===== config.mk =====
export PLATFORM = sky130hd
export DESIGN_NAME = toneCadenceTimer
export DESIGN_NICKNAME = d
export VERILOG_FILES = /design/src/rtl/toneCadencePkg.sv /design/src/rtl/cadenceCtrl.sv /design/src/rtl/cadenceData.sv /design/src/rtl/toneCadenceTimer.sv
export SDC_FILE = /design/constraint.sdc
export NUM_CORES = 1
export LEC_CHECK = 0
export BUFFER_PORTS_ARGS = -buffer_cell sky130_fd_sc_hd__buf_4
export CELL_PAD_IN_SITES_DETAIL_PLACEMENT = 0
export CELL_PAD_IN_SITES_GLOBAL_PLACEMENT = 1
export CORE_UTILIZATION = 40
export CTS_BUF_LIST = sky130_fd_sc_hd__clkbuf_4 sky130_fd_sc_hd__clkbuf_8 sky130_fd_sc_hd__clkbuf_16
export DETAILED_ROUTE_END_ITERATION = 10
export PLACE_DENSITY_LB_ADDON = 0.2
export SYNTH_ARGS = -nofsm -noshare
export SYNTH_HDL_FRONTEND = slang
export SYNTH_SLANG_ARGS = --single-unit
export TNS_END_PERCENT = 30

===== constraint.sdc =====
create_clock -name clk -period 3.01 [get_ports clk]
set_input_delay 0.1505 -clock clk [delete_from_list [all_inputs] [get_ports clk]]
set_output_delay 0.1505 -clock clk [all_outputs]
set_load 0.05 [all_outputs]

===== src/rtl/toneCadencePkg.sv =====
package toneCadencePkg;

  typedef enum logic [1:0] {
    PH_IDLE = 2'd0,
    PH_ON   = 2'd1,
    PH_OFF  = 2'd2
  } phase_t;

  // Strobes from the cadence control to the datapath, one set per channel.
  typedef struct packed {
    logic loadOn;   // load counter with the on duration
    logic loadOff;  // load counter with the off duration
    logic decr;     // count one tick down
    logic onEvt;    // on period ended
    logic offEvt;   // off period ended
  } chStrobe_t;

endpackage


===== src/rtl/cadenceCtrl.sv =====
module cadenceCtrl
  import toneCadencePkg::*;
#(
  parameter int NUM_CH = 2
) (
  input  logic                   clk,
  input  logic                   rstN,
  input  logic                   tick,
  input  logic [NUM_CH-1:0]      runEn,
  input  logic [NUM_CH-1:0]      cntLast,
  input  logic [NUM_CH-1:0]      onZero,
  input  logic [NUM_CH-1:0]      offZero,
  output chStrobe_t [NUM_CH-1:0] strb,
  output logic [NUM_CH-1:0]      toneGate
);

  for (genvar c = 0; c < NUM_CH; c++) begin : gCh
    phase_t    phQ, phD;
    chStrobe_t s;

    always_comb begin
      s   = '0;
      phD = phQ;
      if (!runEn[c]) begin
        phD = PH_IDLE;
      end else begin
        unique case (phQ)
          PH_IDLE: begin
            s.loadOn = 1'b1;
            phD      = PH_ON;
          end
          PH_ON: begin
            if (tick && !onZero[c]) begin
              if (cntLast[c]) begin
                s.onEvt = 1'b1;
                if (offZero[c]) begin
                  s.loadOn = 1'b1;
                end else begin
                  s.loadOff = 1'b1;
                  phD       = PH_OFF;
                end
              end else begin
                s.decr = 1'b1;
              end
            end
          end
          PH_OFF: begin
            if (tick) begin
              if (cntLast[c]) begin
                s.offEvt = 1'b1;
                s.loadOn = 1'b1;
                phD      = PH_ON;
              end else begin
                s.decr = 1'b1;
              end
            end
          end
          default: phD = PH_IDLE;
        endcase
      end
    end

    always_ff @(posedge clk) begin
      if (!rstN) phQ <= PH_IDLE;
      else       phQ <= phD;
    end

    assign strb[c]     = s;
    assign toneGate[c] = (phQ == PH_ON);
  end

endmodule


===== src/rtl/cadenceData.sv =====
module cadenceData
  import toneCadencePkg::*;
#(
  parameter  int NUM_CH = 2,
  parameter  int DUR_W  = 16,
  localparam int NUM_DUR = 2 * NUM_CH,
  localparam int ADDR_W  = $clog2(NUM_DUR + 3)
) (
  input  logic                   clk,
  input  logic                   rstN,
  input  logic [ADDR_W-1:0]      regAddr,
  input  logic                   regWrEn,
  input  logic [DUR_W-1:0]       regWrData,
  output logic [DUR_W-1:0]       regRdData,
  input  chStrobe_t [NUM_CH-1:0] strb,
  output logic [NUM_CH-1:0]      runEn,
  output logic [NUM_CH-1:0]      cntLast,
  output logic [NUM_CH-1:0]      onZero,
  output logic [NUM_CH-1:0]      offZero,
  output logic [NUM_DUR-1:0]     pendBits,
  output logic [NUM_DUR-1:0]     enBits
);

  localparam logic [ADDR_W-1:0] RUN_ADDR  = ADDR_W'(NUM_DUR);
  localparam logic [ADDR_W-1:0] EN_ADDR   = ADDR_W'(NUM_DUR + 1);
  localparam logic [ADDR_W-1:0] STAT_ADDR = ADDR_W'(NUM_DUR + 2);

  logic [DUR_W-1:0]   durQ [NUM_DUR];
  logic [DUR_W-1:0]   cntQ [NUM_CH];
  logic [NUM_CH-1:0]  runQ;
  logic [NUM_DUR-1:0] enQ, pendQ, evtVec, clrMask;

  for (genvar i = 0; i < NUM_DUR; i++) begin : gDur
    always_ff @(posedge clk) begin
      if (!rstN)                                     durQ[i] <= '0;
      else if (regWrEn && regAddr == ADDR_W'(i))     durQ[i] <= regWrData;
    end
  end

  for (genvar c = 0; c < NUM_CH; c++) begin : gCnt
    always_ff @(posedge clk) begin
      if (!rstN)                cntQ[c] <= '0;
      else if (strb[c].loadOn)  cntQ[c] <= durQ[2*c];
      else if (strb[c].loadOff) cntQ[c] <= durQ[2*c+1];
      else if (strb[c].decr)    cntQ[c] <= cntQ[c] - DUR_W'(1);
    end
    assign cntLast[c]     = (cntQ[c] <= DUR_W'(1));
    assign onZero[c]      = (durQ[2*c] == '0);
    assign offZero[c]     = (durQ[2*c+1] == '0);
    assign evtVec[2*c]    = strb[c].onEvt;
    assign evtVec[2*c+1]  = strb[c].offEvt;
  end

  assign clrMask = (regWrEn && regAddr == STAT_ADDR) ? regWrData[NUM_DUR-1:0] : '0;

  always_ff @(posedge clk) begin
    if (!rstN) begin
      runQ  <= '0;
      enQ   <= '0;
      pendQ <= '0;
    end else begin
      if (regWrEn && regAddr == RUN_ADDR) runQ <= regWrData[NUM_CH-1:0];
      if (regWrEn && regAddr == EN_ADDR)  enQ  <= regWrData[NUM_DUR-1:0];
      pendQ <= (pendQ & ~clrMask) | evtVec;
    end
  end

  always_comb begin
    regRdData = '0;
    for (int i = 0; i < NUM_DUR; i++) begin
      if (regAddr == ADDR_W'(i)) regRdData = durQ[i];
    end
    if (regAddr == RUN_ADDR)  regRdData = DUR_W'(runQ);
    if (regAddr == EN_ADDR)   regRdData = DUR_W'(enQ);
    if (regAddr == STAT_ADDR) regRdData = DUR_W'(pendQ);
  end

  assign runEn    = runQ;
  assign pendBits = pendQ;
  assign enBits   = enQ;

endmodule


===== src/rtl/toneCadenceTimer.sv =====
module toneCadenceTimer
  import toneCadencePkg::*;
#(
  parameter  int NUM_CH = 2,
  parameter  int DUR_W  = 16,
  localparam int ADDR_W = $clog2(2 * NUM_CH + 3)
) (
  input  logic              clk,
  input  logic              rstN,
  input  logic              tick,
  input  logic [ADDR_W-1:0] regAddr,
  input  logic              regWrEn,
  input  logic [DUR_W-1:0]  regWrData,
  output logic [DUR_W-1:0]  regRdData,
  output logic [NUM_CH-1:0] toneGate,
  output logic              irq
);

  chStrobe_t [NUM_CH-1:0] strb;
  logic [NUM_CH-1:0]      runEn, cntLast, onZero, offZero;
  logic [2*NUM_CH-1:0]    pendBits, enBits;

  cadenceCtrl #(.NUM_CH(NUM_CH)) uCtrl (
    .clk(clk), .rstN(rstN), .tick(tick),
    .runEn(runEn), .cntLast(cntLast), .onZero(onZero), .offZero(offZero),
    .strb(strb), .toneGate(toneGate)
  );

  cadenceData #(.NUM_CH(NUM_CH), .DUR_W(DUR_W)) uData (
    .clk(clk), .rstN(rstN),
    .regAddr(regAddr), .regWrEn(regWrEn), .regWrData(regWrData), .regRdData(regRdData),
    .strb(strb), .runEn(runEn), .cntLast(cntLast), .onZero(onZero), .offZero(offZero),
    .pendBits(pendBits), .enBits(enBits)
  );

  assign irq = |(pendBits & enBits);

endmodule


==> flow_summary.toml <==
[clocking]
tritoncts = "built"
cts.sinks = 110
numCtsBuffers = 9
htreeDepth = 3
clock_latency_ps = 360
clockRootBuffer = "clkbuf_16"
hold_buffers = 0
cts.clk_slew.worst_paths_ps = 80
cts_max_path_buffers = 2

[sta]
fmax_ghz = 0.350
fin_crit_sh_pct = 95.0
min_period_ps = 2860
maxSlewHeadroom_pct = 55.1
worstMarginPinSlew_ps = 668
setup-tns-final_ps = 0
hold_viol_final = 0
finalClockSkew_ps = 6.60
setup_violations = 0
slew_viol_final = 0
rsz0062_at_grt = "no"

[placed_design]
place_hpwl_mm = 13.4
gp_congestion = 0.896
dp.cells = 827
portBuffers = 41

[yosys]
yosys.area_share.simple_pct = 22.0
synth_commonest_cells = "edfxtp_1, and2_1, nor2_1, nand2_1, nor2b_1"
synth_top_area_share_pct = 44.6
yosys.area_share.adder_pct = 2.32
syn_area_um2 = 6470
synth_compound_area_share_pct = 11.4
muxShareOfSynthArea_pct = 8.82
seq_area_frac_synth_pct = 48.9
synth_nets = 612
ys.flop_type = "edfxtp_1"
yosysWarnings = 0
yosysTopAreaCell = "edfxtp_1"
synth-seq-cells = 110
yosysMostFrequentCell = "edfxtp_1"
async_flop_share_pct = 0
synth_edf_count = 96
synth_top_family_by_area = "simple AND/OR/NAND/NOR gates"
synth_cell_type_count = 59
synth_top_cells_by_area = "edfxtp_1, and2_1, mux4_2"
synthCells = 577
synth_xor_area_share_pct = 3.38
avgSynthCellArea_um2 = 11.2

[worst_setup_path]
critical_path.cell_chain = "or4_4 > nor3_4 > nand4_2 > nor4b_4 > buf_4 > mux2i_1 > a211oi_2"
cp-start-kind = "flop"
endpoint_kind = "flop"
reg2regPathDepth = 7
timing.rr.end = "uData.cntQ[1][8]"
critPathSlowestCell = "or4_4"
cp_top_family = "simple AND/OR/NAND/NOR gates"
cpPeakStageDelay_ps = 610
crit_required_ps = 3100
worst-path-buf-inv = 1
worstPathMaxFanout = 13
crit_type = "reg -> reg"
critPathArrivalTime_ps = 2950
startpoint = "uData.cntQ[1][4]"
r2r_slack_ps = 150
worstReg2RegStart = "uData.cntQ[1][4]"
path_depth = 7
endpoint = "uData.cntQ[1][8]"

[global_routing]
grt_usage_pct = 22.9
use_met3_pct = 2.97
grtUsageMet2_pct = 35.2
grt_max_degree = 30
antenna_found_initial = 0
overflow = 0
grtUsageMet1_pct = 33.3
grt_pass1_vias = 4606
grt_busiest_layer = "met2"
grt_pass1_wl_mm = 28.0

[finish]
area_growth_syn_to_layout_pct = 14.9
antenna_cells = 0
stdcell_count = 843
n_fill_cell = 1482
final_net_count = 657
drive_above_1_share_pct = 19.9

[floorplan]
start_util_pct = 40.9
core_um2 = 15800
die-height_um = 129
dieArea_um2 = 16700
num_rows = 46
ios = 42
fp.dieW_um = 129

[routing]
wl_per_cell_um = 21.6
wl_mm = 18.2
drc = 0
vias_per_cell = 5.69
dr.pass1.iters = 5
drt_iter0_drc = 453
dr_total_vias = 4794
ant_nets = 0

[power]
vdd_drop_max_uv = 273
power_density_nw_per_um2 = 468
p_leak_nw = 2.64

[hold_path]
worstHoldStart = "regWrData[5]"
min_path_type = "in -> reg"

[job]
drv_cap = 0

[status]
status = "finished, final reports clean"
[layer usage]
metal	wire, um	up-vias	share of wire [%]
met5	0	-	0
met4	351	0	1.9
met3	973	24	5.3
met2	8500	162	47
met1	8380	2352	46
li1	-	2256	-
[area by class of cell]
class / count / area (um^2) / share of cell area (%)
flip-flops and latches: 110 / 3160 / 42.5
multi-input cells: 415 / 3130 / 42.1
repair buffers: 62 / 478 / 6.43
well taps: 216 / 270 / 3.64
clock buffers: 10 / 233 / 3.13
inverters: 24 / 90.1 / 1.21
clock inverters: 6 / 70.1 / 0.942
[repair_timing]
item,4_1_cts,5_1_grt
buffers inserted,0,0
gates resized for setup,0,4
setup endpoints to repair,0,41
[placed cells by master (no fill, tap or decap), drive strengths merged, types with 7 or more instances in the layout]
cell and count:
dfxtp 14, nor4 22, mux4 15, clkbuf 10, nor2 35, inv 26, and2 70, or4 7
nand2 26, a22oi 17, edfxtp 96, ha 12, nor3 13, a211oi 16, buf 62, xnor2 15
mux2i 21, nor2b 26, o21ai 19, xor2 10, nand3 7, a21oi 21
[flip-flops by register name (all words and copies together) (netlist names)]
register	count
uData.durQ	64
uData.cntQ	32
uCtrl.gCh.phQ	4
uData.enBits	4
uData.pendBits	4
uData.runEn	2
[metrics by stage]
stage                     hold slack (ps)  total power, mW  setup slack, ps  area (um^2)  util (%)
after floorplan                       317             2.08              101         6470         -
after global placement                447             2.27             85.8         7110      44.9
after detailed placement              454             2.27             88.9         7110      44.9
after CTS                            84.6             3.49             61.8         7420      46.9
after global routing                 89.6             3.59             8.06         7430      47.0
final                                90.6             3.48              150         7430      47.0
[worst min path at each step]
stage / cells past startpoint / end
finish: 2 / uData.durQ[1][5]
global route: 2 / uData.durQ[1][6]
CTS: 2 / uData.durQ[0][6]
detailed placement: 2 / uData.durQ[0][6]
global placement: 2 / uData.durQ[2][6]
floorplan: 2 / uData.enBits[0]
[where the power goes]
| group | switching [mW] | internal [mW] |
|---|---|---|
| clock network | 0.576 | 0.664 |
| registers | 0.0948 | 1.74 |
| logic | 0.246 | 0.159 |
[kinds of logic (layout without fill, tap and decap cells)]
logic type               Yosys count  in the layout
adder cells (fa/ha/maj)           12             12
flip-flops                       110            110
AO/OA/AOI/OAI                    102            102
XOR/XNOR                          25             25
buffers and inverters             52            102
AND/OR/NAND/NOR                  238            238
multiplexers                      38             38
(Power assumes the default switching activity.)
